**src/rtl/urf_pkg.sv**
```systemverilog
package urf_pkg;

    localparam int ADDR_W = 16;
    localparam int DATA_W = 32;
    localparam int ADDR_BYTES = ADDR_W / 8;
    localparam int DATA_BYTES = DATA_W / 8;

    localparam logic [7:0] SYNC_FIRST  = 8'h55;
    localparam logic [7:0] SYNC_SECOND = 8'hAA;

    typedef enum logic [2:0] {
        ST_HUNT,
        ST_SYNC,
        ST_ADDR,
        ST_DATA,
        ST_GAP
    } fr_state_e;

    typedef struct packed {
        logic [ADDR_W-1:0] addr;
        logic [DATA_W-1:0] data;
    } wr_beat_t;

    // Marker hunter step: only meaningful in ST_HUNT / ST_SYNC
    function automatic fr_state_e hunt_step(fr_state_e cur, logic [7:0] b);
        fr_state_e nxt;
        nxt = ST_HUNT;
        if (b == SYNC_FIRST)
            nxt = ST_SYNC;
        else if (cur == ST_SYNC && b == SYNC_SECOND)
            nxt = ST_ADDR;
        return nxt;
    endfunction

endpackage

```
**src/rtl/urf_gap_timer.sv**
```systemverilog
module urf_gap_timer #(
    parameter int GAP_W       = 16,
    parameter int DEFAULT_GAP = 32
) (
    input  logic             clk,
    input  logic             rst,
    input  logic             cfg_we,
    input  logic [GAP_W-1:0] cfg_wdata,
    input  logic             activity,
    input  logic             tick,
    output logic             expire
);
    logic [GAP_W-1:0] gap_len;
    logic [GAP_W-1:0] quiet;
    logic [GAP_W:0]   quiet_next;

    assign quiet_next = {1'b0, quiet} + (GAP_W+1)'(1);
    assign expire     = tick && !activity && (quiet_next >= {1'b0, gap_len});

    always_ff @(posedge clk) begin
        if (rst) begin
            gap_len <= GAP_W'(DEFAULT_GAP);
            quiet   <= '0;
        end else begin
            if (cfg_we)
                gap_len <= cfg_wdata;
            if (activity || expire)
                quiet <= '0;
            else if (tick)
                quiet <= quiet_next[GAP_W-1:0];
        end
    end
endmodule

```
**src/rtl/urf_byte_packer.sv**
```systemverilog
module urf_byte_packer #(
    parameter int N_BYTES = 4
) (
    input  logic                 clk,
    input  logic                 rst,
    input  logic                 clear,
    input  logic                 push,
    input  logic [7:0]           byte_in,
    output logic [8*N_BYTES-1:0] word_o,
    output logic                 full_o,
    output logic                 empty_o
);
    localparam int W  = 8 * N_BYTES;
    localparam int IW = (N_BYTES > 1) ? $clog2(N_BYTES) : 1;

    logic [W-1:0]  sr;
    logic [IW-1:0] idx;

    generate
        if (N_BYTES > 1) begin : g_multi
            assign word_o = {byte_in, sr[W-1:8]};
        end else begin : g_single
            assign word_o = byte_in;
        end
    endgenerate

    assign full_o  = push && (idx == IW'(N_BYTES-1));
    assign empty_o = (idx == '0);

    always_ff @(posedge clk) begin
        if (rst) begin
            sr  <= '0;
            idx <= '0;
        end else if (clear) begin
            idx <= '0;
        end else if (push) begin
            sr  <= word_o;
            idx <= full_o ? '0 : idx + IW'(1);
        end
    end
endmodule

```
**src/rtl/uart_reg_framer.sv**
```systemverilog
module uart_reg_framer
    import urf_pkg::*;
#(
    parameter int GAP_W       = 16,
    parameter int DEFAULT_GAP = 32
) (
    input  logic              clk,
    input  logic              rst,
    input  logic              rx_valid,
    input  logic [7:0]        rx_byte,
    input  logic              bit_tick,
    input  logic              gap_we,
    input  logic [GAP_W-1:0]  gap_wdata,
    output logic              wr_valid,
    output logic [ADDR_W-1:0] wr_addr,
    output logic [DATA_W-1:0] wr_data,
    output logic              frame_err
);
    fr_state_e         state;
    logic [ADDR_W-1:0] cur_addr;
    wr_beat_t          beat_q;
    logic              valid_q, err_q;

    logic              gap_exp;
    logic              a_push, a_full, a_empty, a_clear;
    logic              d_push, d_full, d_empty, d_clear;
    logic [ADDR_W-1:0] a_word;
    logic [DATA_W-1:0] d_word;

    urf_gap_timer #(.GAP_W(GAP_W), .DEFAULT_GAP(DEFAULT_GAP)) u_timer (
        .clk(clk), .rst(rst), .cfg_we(gap_we), .cfg_wdata(gap_wdata),
        .activity(rx_valid), .tick(bit_tick), .expire(gap_exp)
    );

    assign a_push  = rx_valid && (state == ST_ADDR);
    assign d_push  = rx_valid && (state == ST_DATA);
    assign a_clear = gap_exp && (state == ST_ADDR);
    assign d_clear = gap_exp && (state == ST_DATA);

    urf_byte_packer #(.N_BYTES(ADDR_BYTES)) u_addr_pack (
        .clk(clk), .rst(rst), .clear(a_clear), .push(a_push), .byte_in(rx_byte),
        .word_o(a_word), .full_o(a_full), .empty_o(a_empty)
    );

    urf_byte_packer #(.N_BYTES(DATA_BYTES)) u_data_pack (
        .clk(clk), .rst(rst), .clear(d_clear), .push(d_push), .byte_in(rx_byte),
        .word_o(d_word), .full_o(d_full), .empty_o(d_empty)
    );

    always_ff @(posedge clk) begin
        if (rst) begin
            state    <= ST_HUNT;
            cur_addr <= '0;
            beat_q   <= '0;
            valid_q  <= 1'b0;
            err_q    <= 1'b0;
        end else begin
            valid_q <= 1'b0;
            err_q   <= 1'b0;
            if (rx_valid) begin
                unique case (state)
                    ST_HUNT, ST_SYNC: state <= hunt_step(state, rx_byte);
                    ST_ADDR: if (a_full) begin
                        cur_addr <= a_word;
                        state    <= ST_DATA;
                    end
                    ST_DATA: if (d_full) begin
                        beat_q.addr <= cur_addr;
                        beat_q.data <= d_word;
                        valid_q     <= 1'b1;
                        cur_addr    <= cur_addr + ADDR_W'(1);
                    end
                    ST_GAP:  err_q <= 1'b1;
                    default: state <= ST_HUNT;
                endcase
            end else if (gap_exp) begin
                unique case (state)
                    ST_SYNC: state <= ST_HUNT;
                    ST_ADDR: begin
                        err_q <= 1'b1;
                        state <= ST_GAP;
                    end
                    ST_DATA: begin
                        err_q <= !d_empty;
                        state <= d_empty ? ST_HUNT : ST_GAP;
                    end
                    ST_GAP:  state <= ST_HUNT;
                    default: state <= ST_HUNT;
                endcase
            end
        end
    end

    assign wr_valid  = valid_q;
    assign wr_addr   = beat_q.addr;
    assign wr_data   = beat_q.data;
    assign frame_err = err_q;

endmodule

```
**config.mk**
```make
export PLATFORM = sky130hd
export DESIGN_NAME = uart_reg_framer
export DESIGN_NICKNAME = d
export VERILOG_FILES = /design/src/rtl/urf_pkg.sv /design/src/rtl/urf_gap_timer.sv /design/src/rtl/urf_byte_packer.sv /design/src/rtl/uart_reg_framer.sv
export SDC_FILE = /design/constraint.sdc
export NUM_CORES = 1
export LEC_CHECK = 0
export CAP_MARGIN = 30
export CORE_MARGIN = 2
export CORE_UTILIZATION = 40
export CTS_CLUSTER_DIAMETER = 200
export DETAILED_ROUTE_END_ITERATION = 10
export PLACE_DENSITY_LB_ADDON = 0.1
export SLEW_MARGIN = 20
export SYNTH_ARGS = -nofsm -noshare
export SYNTH_HDL_FRONTEND = slang
export SYNTH_SLANG_ARGS = --single-unit
```
**constraint.sdc**
```tcl
create_clock -name clk -period 2.8 [get_ports clk]
set_input_delay 0.42 -clock clk [delete_from_list [all_inputs] [get_ports clk]]
set_output_delay 0.42 -clock clk [all_outputs]
set_load 0.02 [all_outputs]
```
==> results.md, run 1 <==
- Number of global-route vias before repair: about 5300
- Headroom to the max-slew limit: between 40% and 50%
- Data arrival at the endpoint of the critical path: 3.29 ns
- Flop-to-flop setup slack: -0.14 ns
- Syn-to-layout area delta: 32.3%
- Overall power consumption: 4.78 mW
- Family of cells with the greatest summed delay on the critical path: simple AND/OR/NAND/NOR gates
- Count of boundary I/O pins: 79
- Number of CTS-inserted buffers: 17
- Hold Path Depth: 2
- Total GRT Usage: approximately a fifth
- Via count of the routed design: between 5000 and 6000
- Final weighted congestion in routability-driven placement: roughly 0.84
- Failing checks: negative setup slack
- Count of pins over their slew limit: 0
- Ordered cell list for the critical path: ha_4 -> and3_4 -> and4_4 -> nand2_4 -> xnor2_2 -> ha_1 -> a21o_1 -> a221o_1 -> a21oi_1 -> or4b_4 -> buf_8 -> a21oi_2
- DRC violations left: 0
- Initial standard-cell utilization of the core: between 40% and 50%
- Max stage delay on crit path: 0.52 ns
- Most common cell after layout, fill and taps aside: sky130_fd_sc_hd__nand2_1
- Total Die Area: about 16000 um2
- Violation count after the first detailed-routing iteration: around 310
- Maximum number of buffers from clock root to sink: 2
- Clock-pin transition on the worst setup and hold timing paths: roughly 0.06 ns
- Gate count after technology mapping: 757
- Most used cells in the layout excluding fill and tap cells: 199 x sky130_fd_sc_hd__nand2_1, 134 x sky130_fd_sc_hd__dfxtp_1, 100 x sky130_fd_sc_hd__a21oi_1
- Worst path setup slack after routing: -0.143 ns
- Depth of the CTS H-tree: 4
- Type of the most critical hold path: primary input to flip-flop
- Number of violations of the max-capacitance limit: 0
- Slew of the pin with the lowest slew margin: ~0.87 ns
- Unrepaired setup endpoints after global routing: yes
- Number of sinks handled by clock tree synthesis: ~140
- Final HPWL from detailed placement: approximately 10 mm
- Nets in the synthesized netlist: roughly 810
- Buf/Inv on CP: 1
- Final wirelength: 15.4 mm
- Global-route wire length before repair: ~25 mm
- Leakage power: between 2 and 3 nW
- Final layout net count: approximately 900
- Fill cell instance count of the final layout: 1345
- Clock latency on the worst-skew pair: approximately 0.4 ns
- Share of async-settable or async-resettable flops after synthesis: 0%
- Worst reg-to-reg path cell count: 12
- Portion of the clock cycle consumed by the worst path in the final layout: 105%
- Count of final hold-check violations: 0
- Post-Syn Area: ~6000 um2
- Crit-path max FO: 6
- Element type at the critical path end: flip-flop
- Worst Skew: roughly 0.0085 ns
- Pre-CTS setup slack: -0.128 ns
- Required @ worst endpoint: ~3.1 ns
- Critical path type: flip-flop to flip-flop
- Slowest cell on the critical path: sky130_fd_sc_hd__or4b_4
- Hold slack: 0.425 ns
- Flip-flop and latch count after synthesis: roughly 140
- Number of search-and-repair iterations in the first detailed-routing pass: 4
- Run status: complete, but fails checks
- Maximum number of pins on one net before global-route repair: slightly below 90
- Number of different library cells in the post-synthesis netlist: 52
- Core occupancy in the finished layout: 54.5%
- VDD IR-drop max: between 400 and 500 uV
- Most instantiated flip-flop cell in the synthesis netlist: sky130_fd_sc_hd__dfxtp_1
- Clock tree root driver cell: sky130_fd_sc_hd__clkbuf_16
- Core Area: about 15000 um2
- Critical Path Start Type: flip-flop
- Final number of setup-violating endpoints: 23
- Ratio of cells with drive above 1 in the final layout: a little under an eighth
- Via-per-instance ratio: roughly 5.1
- Highest clock rate: 340 MHz
- Total power density per cell area: approximately 600 nW/um2
- Number of diodes: 0
- Mean Syn Cell Area: about 8 um2
- Minimum clock period after layout: a little under 3 ns
- Die span in y: 127 um
- Buffers on Ports: between 70 and 80
- Detail-routed net length per standard cell: roughly 15 um
- Post-synth EDFFs: 0
- Setup Total Neg Slack: -2.36 ns
- Hold-fix buffers, CTS: 0
- Total grt overflow: 0
- CTS tree: yes
- Chip Width: between 100 and 150 um
- Std cell rows: 44
- Number of antenna violations at the first check in global routing: 0
- Post-DRT Antenna Nets: 0
- Number of warnings issued by yosys: 0
- Number of gates on the worst path with buffers counted: 12
- Sequential-to-total area share from yosys stat: 45.3%
[report_power, final]
| group | internal (mW) | switching (mW) | total, mW |
|---|---|---|---|
| sequential | 1.97 | 0.0306 | 2.00 |
| combinational | 0.131 | 0.160 | 0.291 |
| clock | 1.66 | 0.831 | 2.49 |
| total | 3.76 | 1.02 | 4.78 |
[cells by family after synthesis]
family          synth area share, %
compound gates                 14.6
xor+xnor                       4.23
fa+ha+maj                      4.17
buf+inv                        4.89
flops                          45.3
mux                            3.17
simple gates                   23.6
[state kept, by name, summed over array words and instances (netlist names)]
| name | cells |
|---|---|
| u_data_pack.idx | 2 |
| wr_addr | 16 |
| state | 3 |
| u_addr_pack.sr | 8 |
| u_timer.quiet | 16 |
| u_data_pack.sr | 24 |
| wr_data | 32 |
| u_timer.gap_len | 16 |
| wr_valid | 1 |
| u_addr_pack.idx | 1 |
| cur_addr | 16 |
| frame_err | 1 |
[path summary, 6_finish.rpt]
kind,startpoint,to
hold / removal,rst,u_timer.gap_len[6]
setup / recovery,u_timer.quiet[1],u_data_pack.idx[0]
setup reg to reg,u_timer.quiet[1],u_data_pack.idx[0]
hold reg to reg,wr_data[24],wr_data[24]
[timing repair]
action                     4_1_cts  5_1_grt
buffers inserted                 2        2
gates resized for setup          8       18
pin swaps                        0        7
setup endpoints to repair       23       23
cloned                           0        1
[layout make-up]
type | instances | area (um2) | share of cell area [%]
Clock buffer | 22 | 474 | 5.97
Clock inverter | 10 | 189 | 2.38
Inverter | 20 | 75.1 | 0.944
Multi-Input combinational cell | 551 | 3100 | 39.0
Sequential cell | 136 | 2730 | 34.3
Tap cell | 184 | 230 | 2.90
Timing Repair Buffer | 122 | 1150 | 14.5
[per-stage QoR]
stage / instance area (um2) / instances
after floorplan: 6040 / 757
after detailed placement: 7140 / 1009
after global placement: 7140 / 1009
final: 7950 / 1045
after CTS: 7850 / 1043
after global routing: 7950 / 1045
[per-layer routing]
metal / part of all wire (%) / global-route usage [%] / vias up
met3: 3.9 / 4.72 / 14
met1: 47 / 24.6 / 2508
met5: 0 / 0 / -
met2: 48 / 32.8 / 105
met4: 1.2 / 6.14 / 0
li1: - / - / 2729
[synthesized netlist by cell type, drive strengths merged, types with 9 or more instances]
cell	number	share of area, %
nand2	200	12
dfxtp	136	45
a21oi	103	8.6
nor2	58	3.7
clkbuf	43	2.7
ha	20	4.2
inv	20	1.2
mux2i	19	3.2
o21ai	17	1.4
xor2	17	2.5
nand3	15	1.2
nand4	14	1.5
xnor2	12	1.7
and3	9	0.94
Note: power is estimated with default switching activity, not from simulation.
==> run 2, diff against run 1 <==
--- a/config.mk
+++ b/config.mk
@@ -6,6 +6,7 @@
 export NUM_CORES = 1
 export LEC_CHECK = 0
 export CAP_MARGIN = 30
+export CORE_ASPECT_RATIO = 1.2
 export CORE_MARGIN = 2
 export CORE_UTILIZATION = 40
 export CTS_CLUSTER_DIAMETER = 200
==> run 2 against run 1 <==
The run still ends with negative setup slack left; via count hardly changed; total power is 2.5% lower; hold slack worse by 0.14 ns; flip-flop and latch count stayed put; worst setup slack worse by 0.00058 ns; utilization is 1.2 points lower; count of clock-buffer cells in the layout is 4 lower; register-to-register slack hardly changed; sequential power hardly changed; fmax hardly changed; critical path type unchanged.
==> results.md, run 2 (synthesized netlist as in run 1, its figures left out) <==
- Clock tree root driver cell: sky130_fd_sc_hd__clkbuf_16
- Data arrival at the endpoint of the critical path: between 3 and 4 ns
- Final weighted congestion in routability-driven placement: between 0.8 and 0.9
- Number of diodes: 0
- Portion of the clock cycle consumed by the worst path in the final layout: 105%
- Failing checks: negative setup slack
- DRC violations left: 0
- Buffers on Ports: 78
- Final HPWL from detailed placement: between 10 and 15 mm
- Most common cell after layout, fill and taps aside: sky130_fd_sc_hd__nand2_1
- Most used cells in the layout excluding fill and tap cells: 199 x sky130_fd_sc_hd__nand2_1, 134 x sky130_fd_sc_hd__dfxtp_1, 101 x sky130_fd_sc_hd__a21oi_1
- Syn-to-layout area delta: 31.7%
- Via-per-instance ratio: roughly 5.0
- Minimum clock period after layout: ~3 ns
- Slew of the pin with the lowest slew margin: about 0.82 ns
- Count of final hold-check violations: 0
- Clock latency on the worst-skew pair: between 0.4 and 0.5 ns
- Detail-routed net length per standard cell: ~14 um
- Maximum number of buffers from clock root to sink: 2
- Final layout net count: 897
- Number of flip-flops in the largest register: 32
- Leakage power: 2.87 nW
- Depth of the CTS H-tree: 4
- Global-route wire length before repair: between 20 and 25 mm
- Clock-pin transition on the worst setup and hold timing paths: 0.06 ns
- Fill cell instance count of the final layout: 1415
- Required @ worst endpoint: about 3.1 ns
- FF+latch area: approximately 2700 um2
- VDD IR-drop max: 311 uV
- Area occupied by multi-input gates: ~3000 um2
- Violation count after the first detailed-routing iteration: about 230
- Number of antenna violations at the first check in global routing: 0
- Std cell rows: between 40 and 50
- Via count of the routed design: roughly 5400
- Die span in y: 138 um
- Count of pins over their slew limit: 0
- Post-DRT Antenna Nets: 0
- Number of global-route vias before repair: roughly 5100
- Initial standard-cell utilization of the core: approximately two fifths
- Area after detailed placement: roughly 7000 um2
- Headroom to the max-slew limit: between 40% and 50%
- Final Cell Area: roughly 7900 um2
- Worst Skew: approximately 0.0059 ns
- Critical Path Start Type: flip-flop
- Number of sinks handled by clock tree synthesis: between 100 and 150
- Element type at the critical path end: flip-flop
- Unrepaired setup endpoints after global routing: yes
- Pre-CTS setup slack: -0.229 ns
- CTS tree: yes
- Type of the most critical hold path: primary input to flip-flop
- Chip Width: ~120 um
- Maximum number of pins on one net before global-route repair: 111
- Hold-fix buffers, CTS: 0
- Number of search-and-repair iterations in the first detailed-routing pass: 4
- Total GRT Usage: between 10% and 20%
- Core Area: ~15000 um2
- Ratio of cells with drive above 1 in the final layout: between 10% and 20%
- Worst path setup slack after routing: -0.143 ns
- Total grt overflow: 0
- Final wirelength: between 10 and 15 mm
- Count of boundary I/O pins: 79
- Crit-path max FO: 4
- Run status: complete, but fails checks
- Critical path type: flip-flop to flip-flop
- Number of violations of the max-capacitance limit: 0
- Total power density per cell area: just under 600 nW/um2
- Total Die Area: between 15000 and 20000 um2
- Number of CTS-inserted buffers: 17
- Final number of setup-violating endpoints: 22
- Highest clock rate: 340 MHz
[run 2: changes by cell type in the layout (fill, tap and decap cells not counted), moves of 2 or more]
cell,before,now
sky130_fd_sc_hd__buf_4,40,43
sky130_fd_sc_hd__clkinv_4,1,3
sky130_fd_sc_hd__nor4_2,0,2
sky130_fd_sc_hd__clkbuf_8,3,0
sky130_fd_sc_hd__buf_6,2,0
sky130_fd_sc_hd__nor2_4,5,0
sky130_fd_sc_hd__o21ai_1,3,1
sky130_fd_sc_hd__nor2_2,2,8
sky130_fd_sc_hd__nor4_1,2,0
[run 2: per-stage QoR]
stage               TNS (ns)  hold WS, ns  utilization, %  cells  power, mW
floorplan              -1.22        0.432               -    757       2.20
global placement      -0.909        0.441            48.4   1029       2.31
detailed placement     -2.66        0.446            48.4   1029       2.32
CTS                    -1.61        0.286            52.9   1064       4.69
global route           -4.25        0.286            53.3   1065       4.83
finish                 -1.50        0.290            53.3   1065       4.66
[run 2: worst paths after layout]
kind / start / to / slack (ns) / depth (start not counted)
setup / recovery: u_timer.quiet[1] / state[1] / -0.14 / 12
hold / removal: rst / state[1] / 0.29 / 2
setup reg to reg: u_timer.quiet[1] / state[1] / -0.14 / 12
hold reg to reg: wr_data[0] / wr_data[0] / 0.45 / 2
[run 2: metal layers]
metal / share of wire, % / global-route usage [%]
met5: 0 / 0
met4: 1.9 / 6.77
met3: 3.2 / 4.69
met2: 51 / 33.0
met1: 44 / 23.1
[run 2: critical path, cell delays in order (launching register included)]
cell	delay, ns
sky130_fd_sc_hd__dfxtp_4	0.36
sky130_fd_sc_hd__ha_4	0.13
sky130_fd_sc_hd__and3_4	0.20
sky130_fd_sc_hd__and4_4	0.25
sky130_fd_sc_hd__nand2_2	0.05
sky130_fd_sc_hd__xnor2_1	0.12
sky130_fd_sc_hd__ha_1	0.31
sky130_fd_sc_hd__a21o_1	0.19
sky130_fd_sc_hd__a221o_1	0.34
sky130_fd_sc_hd__buf_4	0.15
sky130_fd_sc_hd__a32o_2	0.26
sky130_fd_sc_hd__or3_4	0.34
sky130_fd_sc_hd__a211oi_2	0.17
[run 2: what timing repair did]
item                                    in CTS  in global routing
endpoints found under the setup margin      23                 23
gates resized for setup                      6                 14
setup buffers                                3                  2
pin swaps                                    5                 10
[run 2: final cells by class]
cell class / count / area share [%]
clock inverters: 14 / 2.50
well taps: 204 / 3.23
multi-input cells: 551 / 39.1
clock buffers: 18 / 5.43
repair buffers: 122 / 14.3
flip-flops and latches: 136 / 34.5
inverters: 20 / 0.949
[run 2: power by group]
part | switching (mW) | internal (mW) | total [mW]
Sequential | 0.0307 | 1.97 | 2.00
Clock | 0.867 | 1.50 | 2.36
Combinational | 0.162 | 0.133 | 0.295
